$ cat src/rtl/mg_pkg.sv
package mg_pkg;
  localparam int REG_W   = 32;
  localparam int FIELD_W = 23;          // address bits 32:10
  localparam logic [REG_W-1:0] RD_ALL = 32'hBFFF_FFFF;
  localparam logic [REG_W-1:0] WR_ALL = 32'hFFFF_FFFF;

  typedef struct packed {
    logic               lock;
    logic [FIELD_W-1:0] lo;
    logic [FIELD_W-1:0] hi;
    logic [REG_W-1:0]   rmask;
    logic [REG_W-1:0]   wmask;
  } region_t;

  typedef enum logic [1:0] {
    SLOT_LO    = 2'd0,
    SLOT_HI    = 2'd1,
    SLOT_RMASK = 2'd2,
    SLOT_WMASK = 2'd3
  } slot_e;
endpackage

$ cat src/rtl/mg_region_file.sv
module mg_region_file #(
  parameter int N_RGN = 8,
  localparam int IDX_W = $clog2(N_RGN),
  localparam int CA_W  = IDX_W + 2
) (
  input  logic                        clk,
  input  logic                        rst_n,
  input  logic                        we,
  input  logic [CA_W-1:0]             waddr,
  input  logic [mg_pkg::REG_W-1:0]    wdata,
  input  logic [CA_W-1:0]             raddr,
  output logic [mg_pkg::REG_W-1:0]    rdata,
  output mg_pkg::region_t [N_RGN-1:0] rgn
);
  import mg_pkg::*;

  logic [IDX_W-1:0] wsel;
  logic [IDX_W-1:0] rsel;
  slot_e            wslot;
  slot_e            rslot;
  logic             unused_bits;

  assign wsel  = waddr[CA_W-1:2];
  assign wslot = slot_e'(waddr[1:0]);
  assign rsel  = raddr[CA_W-1:2];
  assign rslot = slot_e'(raddr[1:0]);
  assign unused_bits = ^{wdata[30:FIELD_W+2], wdata[1:0]};

  for (genvar g = 0; g < N_RGN; g++) begin : g_rgn
    always_ff @(posedge clk) begin
      if (!rst_n) begin
        rgn[g].lock  <= 1'b0;
        rgn[g].lo    <= '0;
        rgn[g].hi    <= '0;
        rgn[g].rmask <= RD_ALL;
        rgn[g].wmask <= WR_ALL;
      end else if (we && wsel == IDX_W'(g) && !rgn[g].lock) begin
        case (wslot)
          SLOT_LO: begin
            rgn[g].lo   <= wdata[FIELD_W+1:2];
            rgn[g].lock <= wdata[REG_W-1];
          end
          SLOT_HI:    rgn[g].hi    <= wdata[FIELD_W+1:2];
          SLOT_RMASK: rgn[g].rmask <= wdata;
          default:    rgn[g].wmask <= wdata;
        endcase
      end
    end
  end

  always_comb begin
    rdata = '0;
    case (rslot)
      SLOT_LO: begin
        rdata[FIELD_W+1:2] = rgn[rsel].lo;
        rdata[REG_W-1]     = rgn[rsel].lock;
      end
      SLOT_HI:    rdata[FIELD_W+1:2] = rgn[rsel].hi;
      SLOT_RMASK: rdata = rgn[rsel].rmask;
      default:    rdata = rgn[rsel].wmask;
    endcase
  end
endmodule

$ cat src/rtl/mg_region_check.sv
module mg_region_check (
  input  mg_pkg::region_t              rgn,
  input  logic [mg_pkg::FIELD_W-1:0]   blk,
  input  logic                         is_write,
  input  logic [$clog2(mg_pkg::REG_W)-1:0] agent,
  output logic                         deny
);
  logic active;
  logic hit;
  logic granted;

  assign active  = (rgn.lo != '0) && (rgn.hi != '0);
  assign hit     = active && (blk >= rgn.lo) && (blk <= rgn.hi);
  assign granted = is_write ? rgn.wmask[agent] : rgn.rmask[agent];
  assign deny    = hit && !granted;
endmodule

$ cat src/rtl/memguard_filter.sv
module memguard_filter #(
  parameter int N_RGN  = 8,
  parameter int ADDR_W = 33,
  parameter int DATA_W = 32,
  localparam int CA_W  = $clog2(N_RGN) + 2,
  localparam int AG_W  = $clog2(mg_pkg::REG_W)
) (
  input  logic              clk,
  input  logic              rst_n,
  input  logic              cfg_we,
  input  logic [CA_W-1:0]   cfg_waddr,
  input  logic [31:0]       cfg_wdata,
  input  logic [CA_W-1:0]   cfg_raddr,
  output logic [31:0]       cfg_rdata,
  input  logic              req_valid,
  output logic              req_ready,
  input  logic [ADDR_W-1:0] req_addr,
  input  logic              req_write,
  input  logic [AG_W-1:0]   req_agent,
  input  logic [DATA_W-1:0] req_wdata,
  output logic              mem_valid,
  input  logic              mem_ready,
  output logic [ADDR_W-1:0] mem_addr,
  output logic              mem_write,
  output logic [DATA_W-1:0] mem_wdata,
  input  logic [DATA_W-1:0] mem_rdata,
  output logic              rsp_valid,
  output logic [DATA_W-1:0] rsp_data,
  output logic              viol
);
  import mg_pkg::*;

  region_t [N_RGN-1:0] rgn;
  logic    [N_RGN-1:0] deny_vec;
  logic    [N_RGN-1:0] lock_vec;

  logic              stg_valid;
  logic              stg_ok;
  logic              stg_write;
  logic [ADDR_W-1:0] stg_addr;
  logic [DATA_W-1:0] stg_data;
  logic              drain;

  mg_region_file #(.N_RGN(N_RGN)) u_file (
    .clk   (clk),
    .rst_n (rst_n),
    .we    (cfg_we),
    .waddr (cfg_waddr),
    .wdata (cfg_wdata),
    .raddr (cfg_raddr),
    .rdata (cfg_rdata),
    .rgn   (rgn)
  );

  for (genvar g = 0; g < N_RGN; g++) begin : g_chk
    mg_region_check u_chk (
      .rgn      (rgn[g]),
      .blk      (req_addr[ADDR_W-1:ADDR_W-FIELD_W]),
      .is_write (req_write),
      .agent    (req_agent),
      .deny     (deny_vec[g])
    );
    assign lock_vec[g] = rgn[g].lock;
  end

  assign drain     = stg_valid && (!stg_ok || mem_ready);
  assign req_ready = !stg_valid || drain;

  always_ff @(posedge clk) begin
    if (!rst_n) begin
      stg_valid <= 1'b0;
      stg_ok    <= 1'b0;
      stg_write <= 1'b0;
      stg_addr  <= '0;
      stg_data  <= '0;
    end else if (req_ready) begin
      stg_valid <= req_valid;
      if (req_valid) begin
        stg_ok    <= ~|deny_vec;
        stg_write <= req_write;
        stg_addr  <= req_addr;
        stg_data  <= req_wdata;
      end
    end
  end

  assign mem_valid = stg_valid && stg_ok;
  assign mem_addr  = stg_addr;
  assign mem_write = stg_write;
  assign mem_wdata = stg_data;
  assign rsp_valid = drain;
  assign rsp_data  = stg_ok ? mem_rdata : '1;
  assign viol      = stg_valid && !stg_ok;
endmodule

$ cat config.mk
export PLATFORM = sky130hd
export DESIGN_NAME = memguard_filter
export DESIGN_NICKNAME = d
export VERILOG_FILES = /design/src/rtl/mg_pkg.sv /design/src/rtl/mg_region_file.sv /design/src/rtl/mg_region_check.sv /design/src/rtl/memguard_filter.sv
export SDC_FILE = /design/constraint.sdc
export NUM_CORES = 2
export LEC_CHECK = 0
export BUFFER_PORTS_ARGS = -buffer_cell sky130_fd_sc_hd__buf_4
export CAP_MARGIN = 30
export CORE_MARGIN = 1
export CORE_UTILIZATION = 45
export DETAILED_ROUTE_END_ITERATION = 10
export GPL_TIMING_DRIVEN = 0
export PLACE_DENSITY_LB_ADDON = 0.15
export REMOVE_ABC_BUFFERS = 1
export SLEW_MARGIN = 5
export SYNTH_ARGS = -nofsm -noshare
export SYNTH_HDL_FRONTEND = slang
export SYNTH_SLANG_ARGS = --single-unit
export TNS_END_PERCENT = 50
$ cat constraint.sdc
create_clock -name clk -period 4.9 [get_ports clk]
set_input_delay 0.735 -clock clk [delete_from_list [all_inputs] [get_ports clk]]
set_output_delay 0.735 -clock clk [all_outputs]
set_load 0.02 [all_outputs]
* After elaboration in Yosys (flattened, before gate mapping)
Cells that the tools add are included.
Word-level totals: register bits after elaboration 956, output and inout bits 134, word-level logic and storage cells 249, input bits 150
Operators by class: magnitude comparators 18, reduce and logical (&&, ||, !) cells 127, equality and inequality tests 11, bitwise logic cells 1, mux-type cells 47
Operators with widths (number):
- $reduce_bool 23->1 | 16
- $bmux 111 s3 | 1
- $ge 23x23->1 | 8
- $le 23x23->1 | 8
- $mux 111 | 1
- $bmux 1 s5 | 16
- $pmux 23 s3 | 1
- $reduce_and 2->1 | 33
- $logic_and 1x1->1 | 51
- $mux 32 | 1
- $mux 1 | 24
- $logic_not 1->1 | 19
- $eq 3x3->1 const B | 4
- $pmux 6 s2 | 1
- $reduce_or 8->1 | 1
- $eq 3x2->1 const B | 2
- $lt 5x6->1 const B | 1
- $eq 2x1->1 const B | 2
- $eq 2x2->1 const B | 2
- $logic_not 2->1 | 2
- $lt 3x4->1 const B | 1
- $pmux 2 s2 | 1
- $eq 3x1->1 const B | 1
- $logic_not 3->1 | 1
- other kinds (5) | 6

* Depth between registers and ports, before layout
depth after elaboration 7, gate-level depth with buffers 12, gate-level depth less buffers 11

* Hierarchy
From an unflattened synthesis, not the netlist that was laid out.
Unflattened totals: cell total of the unflattened synthesis 6547, area total of the unflattened synthesis 56603.0 um^2
Modules (own cells, without submodules):
- mg_region_file | times used 1, area each 39110.0 um^2, cells an instance 4426, sequential area each 17777.0 um^2
- mg_region_check | times used 8, area each 1819.2 um^2, cells an instance 223, sequential area each 0.0 um^2
- memguard_filter | times used 1, area each 2939.1 um^2, cells an instance 337, sequential area each 1361.3 um^2

* Least setup slack after synthesis
Ideal clock, no wire load.
path kind input port to output port, from in cfg_raddr[3], to out cfg_rdata[13], slack 869 ps, arrival time 3296 ps, cell stages on the path 7, path through clkbuf_1 -> clkbuf_1 -> buf_1 -> clkbuf_1 -> mux4_2 -> mux4_2 -> mux2_2
On the way: longest elaborated chain between the ends 3
Ends and longest elaborated chain:
- from (decl) | RTL line memguard_filter.sv:13 | input logic [CA_W-1:0] cfg_raddr,
- $bmux 111 s3
- $mux 111 (implied by the code) | RTL line mg_region_file.sv:55 | rdata[FIELD_W+1:2] = rgn[rsel].lo;
- $pmux 23 s3 | RTL line mg_region_file.sv:53 | case (rslot)
- to (decl) | RTL line memguard_filter.sv:14 | output logic [31:0] cfg_rdata,
Every way passes these cells. The select of a mux whose other input is x is not followed.

* Worst setup path after layout
from in cfg_raddr[2], to out cfg_rdata[21]
The elaborated chain is that of the path after synthesis.

==> metrics.md <==
| Metric | Value |
|---|---|
| Post-Syn Area | 0.0551 mm² |
| Post-synth EDFFs | 0 |
| Antenna Nets Post-Route | 0 |
| Hold Vio Cnt, Final | 0 |
| Routability Congestion | about 0.97 |
| Top Ports | 284 |
| # Post-CTS Setup Buffers | 0 |
| Initial core utilization | 0.453 |
| Crit path time final | 4.66 ns |
| Syn_area_per_cell | 8.65 µm² |
| Net count, final | 6867 |
| RSZ-0062 raised after global routing | false |
| Worst path max stage delay | 0.69 ns |
| Cell Area, Placed | between 0.05 and 0.06 mm² |
| Die area | 0.124 mm² |
| DRT met1 WL | 85700 µm |
| CP Buf/Inv Count | 4 |
| Synth unique cells | between 50 and 60 |
| Hold Crit Depth | 3 |
| Clk_skew | a little under 0.02 ns |
| Critical path depth in cells | 7 |
| Hold_buf cts | 0 |
| DR pass1 iterations | 6 |
| Worst setup SP type | input port |
| Synth area leaders | dfxtp_1 35%, mux4_2 16%, nand2_1 14%, ha_1 8.4%, a21boi_0 6.1% |
| Fmax | between 0.2 and 0.25 GHz |
| Max Used Layer | met5 |
| Overall Global Routing Usage | 0.346 |
| Final Total Pwr | 0.0191 W |
| CP required | roughly 4.2 ns |
| # clock sinks | 956 |
| Synthesized flop and latch total | 956 |
| Root buf cell | clkbuf_16 |
| DR WL met2 | between 90000 and 100000 µm |
| Static leakage | 24.0 nW |
| Sequential cell area fraction in the yosys report | 0.347 |
| Top cell type's share of synthesized area | 0.347 |
| TritonCTS Buffers | 109 |
| Worst-path cell chain | buf_8 -> buf_16 -> buf_16 -> mux4_2 -> mux4_2 -> mux2_2 -> buf_4 |
| Syn Inst Count | 6368 |
| Worst hold path type | in -> reg |
| Number of core rows | 128 |
| Crit-path slowest cell | mux4_2 |
| Initial antenna violation count | 20 |
| Period utilization | 0.950 |
| Buffers on Ports | 283 |
| Met3 WL post-DR | 24300 µm |
| Peak supply drop | 0.296 mV |
| Core area | between 0.1 and 0.15 mm² |
| CP arrival | 3.92 ns |
| Final setup fails | 0 |
| WL per Instance | around 27 µm |
| Via count | 49600 |
| Drt drc | 0 |
| H-tree depth | 3 |
| Worst setup margin | approximately 0.24 ns |
| Max-capacitance violation count | 0 |
| Clock Tree Buf Depth | 3 |
| Maximum fanout along the worst path | 81 |
| R2R cell count | 10 |
| Status | finished, final reports clean |
| Clk slew on worst S/H paths | 0.06 ns |
| Die H | between 300 and 400 µm |
| WL final | about 220000 µm |
| Global-route wire length before repair | 320000 µm |
| CTS tree | yes |
| Most frequent cells in the layout | 1982 x nand2_1, 956 x dfxtp_1, 542 x nand3_1 |
| Most common cell after layout, fill and taps aside | nand2_1 |
| Tightest Pin Transition | 1.21 ns |
| Hold slack | 0.285 ns |
| Async set-or-reset flop fraction in the synthesized netlist | 0 |
| Syn. warnings | 0 |
| Slew margin rel. | 0.189 |
| Crit Path Category | in -> out |
| Via density | 6.15 |
| P&R area growth vs syn | 14.5% |
| Ys flop type | dfxtp_1 |
| Vias in the first global route | 46600 |
| Fin. max-slew vios | 0 |
| Setup WS pre-CTS | 0.118 ns |
| Power Density | approximately 300 mW/mm² |
| Layout cell share with drive strength beyond 1 | 0.159 |
| Largest area contributor in the netlist | dfxtp_1 |
| Post-route cell area | 0.0631 mm² |
| Largest net degree at the start of global routing | 153 |
| Resize count post-CTS | 0 |
| Clock Latency Late Sink | ~0.72 ns |
| Crit end category | output port |
| Initial drt markers | around 5800 |
| CP top delay family | multiplexers |
| Grt total ovfl | 0 |
| Post-DP HPWL | 150000 µm |
| Die Wd | roughly 350 µm |
cell type report:
type | count | area [µm²]
clock inverter | 41 | 614
tap | 1625 | 2030
multi-input combinational | 4570 | 32900
inverter | 359 | 1350
clock buffer | 165 | 3320
antenna | 2 | 5.00
fill | 11200 | 58500
sequential | 956 | 19100
timing repair buffer | 353 | 3730
tightest hold or removal path, delay by kind of cell:
| kind | cells | cell delay (ns) |
|---|---|---|
| and+or+nand+nor | 1 | 0.04 |
| buffers and inverters | 1 | 0.11 |
| AOI/OAI and AO/OA | 1 | 0.06 |
cells in the mapped netlist, types with 11 or more instances:
cell type	instances
nand2_1	1999
dfxtp_1	956
nand3_1	542
a21boi_0	446
clkbuf_1	423
mux4_2	396
ha_1	368
inv_1	359
a21oi_1	134
nor4_1	88
nor2_1	78
nand4_1	72
a21o_1	65
o21ai_0	51
nand2b_1	48
nor3_1	42
mux2_2	34
nor2b_1	25
a211oi_1	22
buf_1	22
mux4_1	21
a22oi_1	16
buf_2	15
buf_4	13
a221oi_1	12
and2_1	11
worst paths after layout:
path	from	to	slack [ns]
max	cfg_raddr[2]	cfg_rdata[21]	0.24
min	req_addr[4]	mem_addr[4]	0.28
min reg2reg	mem_addr[23]	mem_addr[23]	0.46
max reg2reg	u_file.rgn[220]	stg_ok	1.09
report_power, final:
group          leakage, nW  switching [W]  internal [W]
Clock                 1.93        0.00359       0.00537
Combinational         14.3        0.00139      0.000810
Sequential            7.75      0.0000945       0.00788
Total                 24.0        0.00507        0.0141
flip-flops by register name (all words and copies together), names as in the netlist:
name and cells:
stg_valid 1, mem_write 1, stg_ok 1, mem_wdata 32, u_file.rgn 888, mem_addr 33
layer usage:
metal | GRT usage | vias to the layer above
li1 | - | 22100
met1 | 0.454 | 24200
met2 | 0.523 | 2746
met3 | 0.0862 | 523
met4 | 0.184 | 18
met5 | 0 | -
logic make-up after synthesis:
kind of cell,synth area share
and+or+nand+nor,0.226
AOI/OAI and AO/OA,0.103
adders and majority gates,0.0836
DFF,0.347
buffers and inverters,0.0601
muxes,0.180
through the flow:
| stage | TNS [ns] | utilization | std cells |
|---|---|---|---|
| floorplan | 0 | - | 5885 |
| global placement | -2936.69 | 0.471 | 7793 |
| detailed placement | 0 | 0.486 | 7857 |
| CTS | 0 | 0.518 | 8063 |
| global route | 0 | 0.519 | 8069 |
| finish | 0 | 0.519 | 8071 |
Note: power is estimated with default switching activity, not from simulation.
